$ cat config.mk
export PLATFORM = sky130hd
export DESIGN_NAME = spiw_fetch
export DESIGN_NICKNAME = d
export VERILOG_FILES = /design/src/rtl/spiw_pkg.sv /design/src/rtl/spiw_sck_gen.sv /design/src/rtl/spiw_word_capture.sv /design/src/rtl/spiw_fetch.sv
export SDC_FILE = /design/constraint.sdc
export NUM_CORES = 1
export LEC_CHECK = 0
export BUFFER_PORTS_ARGS = -buffer_cell sky130_fd_sc_hd__buf_2
export CORE_UTILIZATION = 45
export DETAILED_ROUTE_END_ITERATION = 12
export SYNTH_ARGS = -nofsm -noshare
export SYNTH_HDL_FRONTEND = slang
export SYNTH_SLANG_ARGS = --single-unit
$ cat constraint.sdc
create_clock -name clk -period 2.5 [get_ports clk]
set_clock_uncertainty 0.15 [all_clocks]
set_input_delay 0.25 -clock clk [delete_from_list [all_inputs] [get_ports clk]]
set_output_delay 0.25 -clock clk [all_outputs]
set_load 0.03 [all_outputs]
$ cat src/rtl/spiw_pkg.sv
package spiw_pkg;
   typedef enum logic [1:0] {
      ST_IDLE = 2'd0,
      ST_RUN  = 2'd1,
      ST_GAP  = 2'd2
   } fetch_state_t;

   localparam int OPCODE_BITS = 8;
   localparam int DATA_BITS   = 16;
endpackage

$ cat src/rtl/spiw_sck_gen.sv
module spiw_sck_gen #(
   parameter int CLK_DIV = 4
) (
   input  logic clk,
   input  logic rst_n,
   input  logic run,
   output logic sck,
   output logic rise_tick,
   output logic fall_tick
);
   localparam int CW   = (CLK_DIV > 2) ? $clog2(CLK_DIV) : 1;
   localparam int HALF = CLK_DIV / 2;

   logic [CW-1:0] phase_q;

   assign rise_tick = run && (phase_q == CW'(HALF - 1));
   assign fall_tick = run && (phase_q == CW'(CLK_DIV - 1));

   always_ff @(posedge clk or negedge rst_n) begin
      if (!rst_n) begin
         phase_q <= '0;
         sck     <= 1'b0;
      end else if (!run) begin
         phase_q <= '0;
         sck     <= 1'b0;
      end else begin
         phase_q <= fall_tick ? '0 : phase_q + 1'b1;
         if (rise_tick)      sck <= 1'b1;
         else if (fall_tick) sck <= 1'b0;
      end
   end

   // a rising and a falling edge are never requested together
   a_r6_tick_exclusive: assert property (@(posedge clk) disable iff (!rst_n)
      rise_tick |-> !fall_tick);

   // the serial clock is idle low whenever the divider is stopped
   a_r3_idle_low: assert property (@(posedge clk) disable iff (!rst_n)
      !run |=> !sck);
endmodule

$ cat src/rtl/spiw_word_capture.sv
module spiw_word_capture #(
   parameter int WORD_W = 10
) (
   input  logic              clk,
   input  logic              rst_n,
   input  logic              sample,
   input  logic [3:0]        bit_idx,
   input  logic              miso,
   output logic [WORD_W-1:0] word
);
   // arrival order is word order: data bit k lands in word bit k
   for (genvar i = 0; i < WORD_W; i++) begin : g_bit
      always_ff @(posedge clk or negedge rst_n) begin
         if (!rst_n)                           word[i] <= 1'b0;
         else if (sample && bit_idx == 4'(i))  word[i] <= miso;
      end
   end

   // samples past the word width leave the assembled word untouched
   a_r5_tail_dropped: assert property (@(posedge clk) disable iff (!rst_n)
      (sample && bit_idx >= 4'(WORD_W)) |=> $stable(word));
endmodule

$ cat src/rtl/spiw_fetch.sv
module spiw_fetch
   import spiw_pkg::*;
#(
   parameter int         ADDR_W  = 12,
   parameter int         WORD_W  = 10,
   parameter int         BADDR_W = 16,
   parameter int         CLK_DIV = 4,
   parameter logic [7:0] READ_OP = 8'h03
) (
   input  logic              clk,
   input  logic              rst_n,
   input  logic              start_i,
   input  logic [ADDR_W-1:0] waddr_i,
   output logic [WORD_W-1:0] word_o,
   output logic              valid_o,
   output logic              sck_o,
   output logic              mosi_o,
   output logic              cs_n_o,
   input  logic              miso_i
);
   localparam int HDR_BITS   = OPCODE_BITS + BADDR_W;
   localparam int FRAME_BITS = HDR_BITS + DATA_BITS;
   localparam int BCW        = $clog2(FRAME_BITS);
   localparam int GW         = (CLK_DIV > 2) ? $clog2(CLK_DIV) : 1;

   if (CLK_DIV < 2) begin : g_bad_div
      $error("CLK_DIV must be at least 2");
   end
   if (WORD_W < 9 || WORD_W > DATA_BITS) begin : g_bad_word
      $error("WORD_W must span more than one byte and fit in two");
   end
   if (ADDR_W + 1 > BADDR_W) begin : g_bad_addr
      $error("byte address too narrow for word address");
   end

   fetch_state_t          state_q;
   logic [ADDR_W-1:0]     addr_q;
   logic [BCW-1:0]        bitcnt_q;
   logic [GW-1:0]         gap_q;
   logic [FRAME_BITS-1:0] frame;
   logic [WORD_W-1:0]     cap_word;
   logic                  rise_tick, fall_tick, sample, busy;
   logic [3:0]            data_idx;

   assign busy     = (state_q != ST_IDLE);
   assign frame    = {READ_OP, BADDR_W'({addr_q, 1'b0}), {DATA_BITS{1'b0}}};
   assign mosi_o   = !cs_n_o && frame[BCW'(FRAME_BITS - 1) - bitcnt_q];
   assign sample   = (state_q == ST_RUN) && rise_tick && (bitcnt_q >= BCW'(HDR_BITS));
   assign data_idx = 4'(bitcnt_q - BCW'(HDR_BITS));

   spiw_sck_gen #(.CLK_DIV(CLK_DIV)) u_sck (
      .clk       (clk),
      .rst_n     (rst_n),
      .run       (state_q == ST_RUN),
      .sck       (sck_o),
      .rise_tick (rise_tick),
      .fall_tick (fall_tick)
   );

   spiw_word_capture #(.WORD_W(WORD_W)) u_cap (
      .clk     (clk),
      .rst_n   (rst_n),
      .sample  (sample),
      .bit_idx (data_idx),
      .miso    (miso_i),
      .word    (cap_word)
   );

   always_ff @(posedge clk or negedge rst_n) begin
      if (!rst_n) begin
         state_q  <= ST_IDLE;
         addr_q   <= '0;
         bitcnt_q <= '0;
         gap_q    <= '0;
         cs_n_o   <= 1'b1;
         valid_o  <= 1'b0;
         word_o   <= '0;
      end else begin
         valid_o <= 1'b0;
         unique case (state_q)
            ST_IDLE: if (start_i) begin
               addr_q   <= waddr_i;
               bitcnt_q <= '0;
               cs_n_o   <= 1'b0;
               state_q  <= ST_RUN;
            end
            ST_RUN: if (fall_tick) begin
               if (bitcnt_q == BCW'(FRAME_BITS - 1)) begin
                  cs_n_o  <= 1'b1;
                  valid_o <= 1'b1;
                  word_o  <= cap_word;
                  gap_q   <= '0;
                  state_q <= ST_GAP;
               end else begin
                  bitcnt_q <= bitcnt_q + 1'b1;
               end
            end
            ST_GAP: begin
               gap_q <= gap_q + 1'b1;
               if (gap_q == GW'(CLK_DIV - 1)) state_q <= ST_IDLE;
            end
            default: state_q <= ST_IDLE;
         endcase
      end
   end

   // the completion strobe never lasts two clocks
   a_r8_valid_single: assert property (@(posedge clk) disable iff (!rst_n)
      valid_o |=> !valid_o);

   // a request during a busy period does not replace the address in use
   a_r7_busy_ignores: assert property (@(posedge clk) disable iff (!rst_n)
      (busy && start_i) |=> $stable(addr_q));

   // while selected, serial output moves only together with a falling SCK
   a_r3_mosi_on_fall: assert property (@(posedge clk) disable iff (!rst_n)
      (!cs_n_o && $past(!cs_n_o) && !$stable(mosi_o)) |-> $fell(sck_o));

   // deselected link keeps SCK low
   a_r3_cs_sck_low: assert property (@(posedge clk) disable iff (!rst_n)
      cs_n_o |-> !sck_o);

   // a rising chip select is held for more than one clock
   a_r9_gap_hold: assert property (@(posedge clk) disable iff (!rst_n)
      $rose(cs_n_o) |=> cs_n_o);
endmodule

; After elaboration in Yosys (flattened, before gate mapping)
; Cells that the tools add are included.
[word_totals]
inputBits = 16
ff_bits = 47
[classes]
n_reduce_logical = 26
addsub = 5
n_eq_ne = 21
mux = 26
order_cmp = 2
[ops]
columns = operator, count
row1 = 6-bit two-way mux, 3
row2 = "4-bit by 3-bit == test with 1-bit output, second input constant", 4
row3 = 2-bit two-way mux, 8
row4 = 1-bit logical AND, 15
row5 = 6-bit case mux with 2 select lines, 1
row6 = 4-bit AND reduction, 3
row7 = 1-bit two-way mux, 10
row8 = "2-bit inequality test, second input constant", 5
row9 = "4-bit by 2-bit == test with 1-bit output, second input constant", 2
row10 = "4-bit == test, second input constant", 2
row11 = "6-bit by 7-bit less-than comparator with 1-bit output, second input constant", 1
row12 = "6-bit by 1-bit adder with 6-bit output, second input constant", 1
row13 = 1-bit binary-select mux with 6-bit select, 1
row14 = "2-bit == test, second input constant", 3
row15 = "6-bit == test, second input constant", 1
row16 = "6-bit by 5-bit >= comparator with 1-bit output, second input constant", 1
row17 = 2-bit case mux with 3 select lines, 1
row18 = 3-bit AND reduction, 2
row19 = "6-bit subtractor, first input constant", 1
row20 = "2-bit by 1-bit adder with 2-bit output, second input constant", 2
row21 = "2-bit by 1-bit == test with 1-bit output, second input constant", 2
row22 = "4-bit by 1-bit == test with 1-bit output, second input constant", 1
row23 = 4-bit logical NOT, 1
row24 = 2-bit case mux with 2 select lines, 1
row25 = other kinds (7), 8

; Logic depth before layout (Yosys ltp)
[logic_depth]
depth_word = 5
mapped_depth = 7
mapped_depth_nobuf = 6

; By module
; A second synthesis with hierarchy kept.
[hier_totals]
hier_cells = 185
hier_area_um2 = 2324.7
[modules_own_cells]
columns = module, n_inst, cells_per_inst, area_per_inst_um2
row1 = spiw_fetch, 1, 135, 1704.1
row2 = spiw_word_capture, 1, 37, 476.7
row3 = spiw_sck_gen, 1, 13, 143.9

; Least setup slack after synthesis
; OpenSTA, ideal clock, no wires.
[synth_timing]
kind = flip-flop to output port
startpoint = register bitcnt_q[3]
endpoint = output mosi_o
arrival_time_ns = 1.915
path_stages_with_launch = 7
required_time_ns = 2.100
slack_ns = 0.185
cell_sequence = dfrtp_1 > inv_1 > ha_1 > xor2_1 > nor3b_1 > o21ai_0 > o21ai_0
[synth_via]
elab_chain_cells = 4
[synth_lines]
columns = item, line
row1 = start: declaration, spiw_fetch.sv:38  ; logic [BCW-1:0] bitcnt_q;
row2 = start signal: assignment, spiw_fetch.sv:95  ; bitcnt_q <= bitcnt_q + 1'b1;
row3 = 6-bit subtractor, spiw_fetch.sv:47  ; assign mosi_o = !cs_n_o && frame[BCW'(FRAME_BITS - 1) - bitcnt_q];
row4 = 1-bit binary-select mux with 6-bit select, spiw_fetch.sv:47
row5 = 1-bit two-way mux (implied by the code), spiw_fetch.sv:47
row6 = 1-bit logical AND, spiw_fetch.sv:47
row7 = end: declaration, spiw_fetch.sv:17  ; output logic mosi_o,
; No other way between the ends. The select of a mux whose other input is x is not followed.

; Final worst setup path
[layout_timing]
startpoint = register bitcnt_q[0]
endpoint = output mosi_o
; Same word-level chain as after synthesis.

==> flow_summary.yaml <==
outcome:
  status: "completed"
route:
  route.detailed.drc: 0
  drt-total-wl_um: 4369
  drt_iter0_drc: 66
  dr_total_vias: 1657
  dr.pass1.iters: 4
  via_per_inst: 5.006
  ant_nets: 0
  routedWlPerCell_um: 13.20
setup_path:
  crit_arrival_ns: 1.92
  cp_max_fo: 4
  endpoint_kind: "output port"
  required_ns: 2.10
  worstSetupStartpointType: "register"
  path_class: "reg2out"
run:
  timing.max_cap.violations: 0
die:
  die_area_um2: 5477
  fp.dieW_um: 74.01
  pin_count: 30
  start_util_pct: 48.13
  rows: 25
  core_area_um2: 4848
  chipHeight_um: 74.01
timing:
  maxSlewHeadroom_pct: 56.45
  finalCriticalPeriod_ns: 2.317
  post-route-period-util_pct: 92.68
  setup-tns-final_ns: 0
  setup_violations: 0
  hold_viol: 0
  fmax_ghz: 0.4316
  timing.final.max_slew_violations: 0
  rsz0062_at_grt: "no"
  tightest_slew_ns: 0.6473
logic_synthesis:
  synth-compound-area-share_pct: 9.115
  synth.top_cells.by_area: "dfrtp_1 49%, nand2_1 8.7%, mux2_2 6.8%"
  synth-seq-cells: 47
  ys_warn_count: 0
  synth_top_family_by_area: "simple AND/OR/NAND/NOR gates"
  ys_types: 41
  synth_nets: 242
  syn-instance-count: 217
  seq_area_frac_synth_pct: 50.46
  synth.avg_cell_area_um2: 10.75
  synth_top_area_share_pct: 49.33
  yosys.area_share.simple_pct: 16.14
  synth_area_um2: 2333
  synthMuxAreaShare_pct: 15.17
  synth_fa_ha_area_share_pct: 4.826
  synth_edf_count: 0
  synth-xor-area-share_pct: 0.3753
  ys.flop_type: "dfrtp_1"
  yosys.area.top_type: "dfrtp_1"
  synthArstFlopShare_pct: 100.0
cells_and_area:
  nets: 289
  antenna_cells: 0
  layout-drive-gt1-share_pct: 28.03
  final_cell_area_um2: 2800
  areaGrowthSynthToFinish_pct: 20.00
global_route:
  grtUsageTotal_pct: 18.07
  grt_start_max_net_pins: 20
  grt_pass1_vias: 1614
  grt_pass1_wl_um: 7334
  overflow: 0
  antenna_found_initial: 0
power:
  leakagePower_nw: 1.382
  ir_worst_vdd_mv: 0.2771
  power_density_nw_per_um2: 539.0
cts:
  cts_root_buf: "clkbuf_8"
  cts.htree.levels: 2
  cts_tree: "done"
  cts_buffer_depth: 2
  cts_buffers: 5
  path_clk_slew_ns: 0.08
  clock_sinks: 47
  clock_latency_ns: 0.30
placement:
  hpwl_um: 3144
  port_buffers: 29
  gp_congestion: 0.8324
  place_area_um2: 2565
min_path:
  min-delay-path-class: "in2reg"
[synth_stat cells, types with 2 or more instances]
cell / number
nand2_1: 54
dfrtp_1: 46
mux2_2: 14
inv_1: 11
ha_1: 9
clkbuf_1: 8
mux2i_1: 8
a21oi_1: 7
mux2_4: 6
o21ai_0: 6
nand2b_1: 5
nor2_1: 4
nor3_1: 4
nand3_1: 3
a2111oi_4: 2
a211oi_1: 2
nand3b_1: 2
nand4_1: 2
o22ai_1: 2
[stage by stage]
stage               power (mW)  utilization [%]  hold WS (ns)  setup slack, ns  cells
floorplan               0.9832                -       -0.1956           0.1854    217
global placement         1.049            52.90     -0.006988           0.2350    309
detailed placement       1.053            52.90     -0.001890           0.1847    309
CTS                      1.530            57.42        0.1750          0.02755    329
global route             1.600            57.75        0.1841          0.03672    331
finish                   1.509            57.75        0.1826           0.1831    331
[layout make-up]
cell class              count  area [um2]
clock buffers               6       82.58
well taps                  67       83.83
clock inverters             1       5.005
repair buffers             51       342.8
multi-input cells         148        1065
flip-flops and latches     47        1180
inverters                  11       41.29
fillers                   443        2048
[kinds of logic (layout without fill, tap and decap cells)]
logic type | after synthesis | after routing
AND/OR/NAND/NOR | 82 | 82
flip-flops | 47 | 47
multiplexers | 29 | 29
AO/OA/AOI/OAI | 27 | 27
buffers and inverters | 22 | 69
adder cells (fa/ha/maj) | 9 | 9
XOR/XNOR | 1 | 1
[state kept, by name, indices dropped and copies added, names as in the netlist]
name	cells
bitcnt_q	6
u_cap.word	10
u_sck.phase_q	2
addr_q	12
cs_n_o	1
state_q	2
u_sck.sck	1
word_o	10
gap_q	2
valid_o	1
[repair_timing]
item,CTS,global route
buffers inserted,0,2
endpoints found under the setup margin,1,1
hold endpoints to repair,23,0
gates resized for setup,1,1
hold buffers,13,0
[report_power, final]
group          internal [mW]  switching (mW)
clock network          0.217           0.239
logic                  0.105           0.115
registers              0.803          0.0299
total                   1.13           0.384
[worst paths after layout]
path,start,end,slack [ns],depth (start not counted)
worst max-delay path,bitcnt_q[0]$_DFFE_PN0P_,mosi_o,0.18,5
worst max register to register,bitcnt_q[3]$_DFFE_PN0P_,u_cap.word[1]$_DFFE_PN0P_,0.20,6
worst min register to register,addr_q[5]$_DFFE_PN0P_,addr_q[5]$_DFFE_PN0P_,0.32,2
min in group asynchronous,rst_n,word_o[8]$_DFFE_PN0P_,0.21,2
worst min-delay path,start_i,cs_n_o$_DFFE_PN1P_,0.18,4
max in group asynchronous,rst_n,cs_n_o$_DFFE_PN1P_,1.42,3
[worst max-delay path, cell delays in order, from the launching register on]
cell and delay [ns]:
dfrtp_2 0.40, mux4_1 0.54, and2_1 0.17, a211oi_1 0.18
o21ai_0 0.13, buf_2 0.19
[routing by layer]
layer	track usage, %	part of all wire, %	wire, um	vias up
li1	-	-	-	831
met1	22.20	46	2013	793
met2	30.91	49	2160	28
met3	4.065	3.2	138	5
met4	7.051	1.3	57	0
met5	0	0	0	-
[cell usage in the layout, fill, tap and decap left out, types with 5 or more instances in the layout]
cell type / instances
nand2_1: 54
dfrtp_1: 44
buf_2: 29
mux2_2: 14
dlygate4sd3_1: 13
inv_1: 11
ha_1: 9
buf_4: 9
mux2i_1: 8
a21oi_1: 7
o21ai_0: 6
mux2_4: 6
clkbuf_8: 6
nand2b_1: 5
No activity file was read; power rests on OpenSTA's default activity.
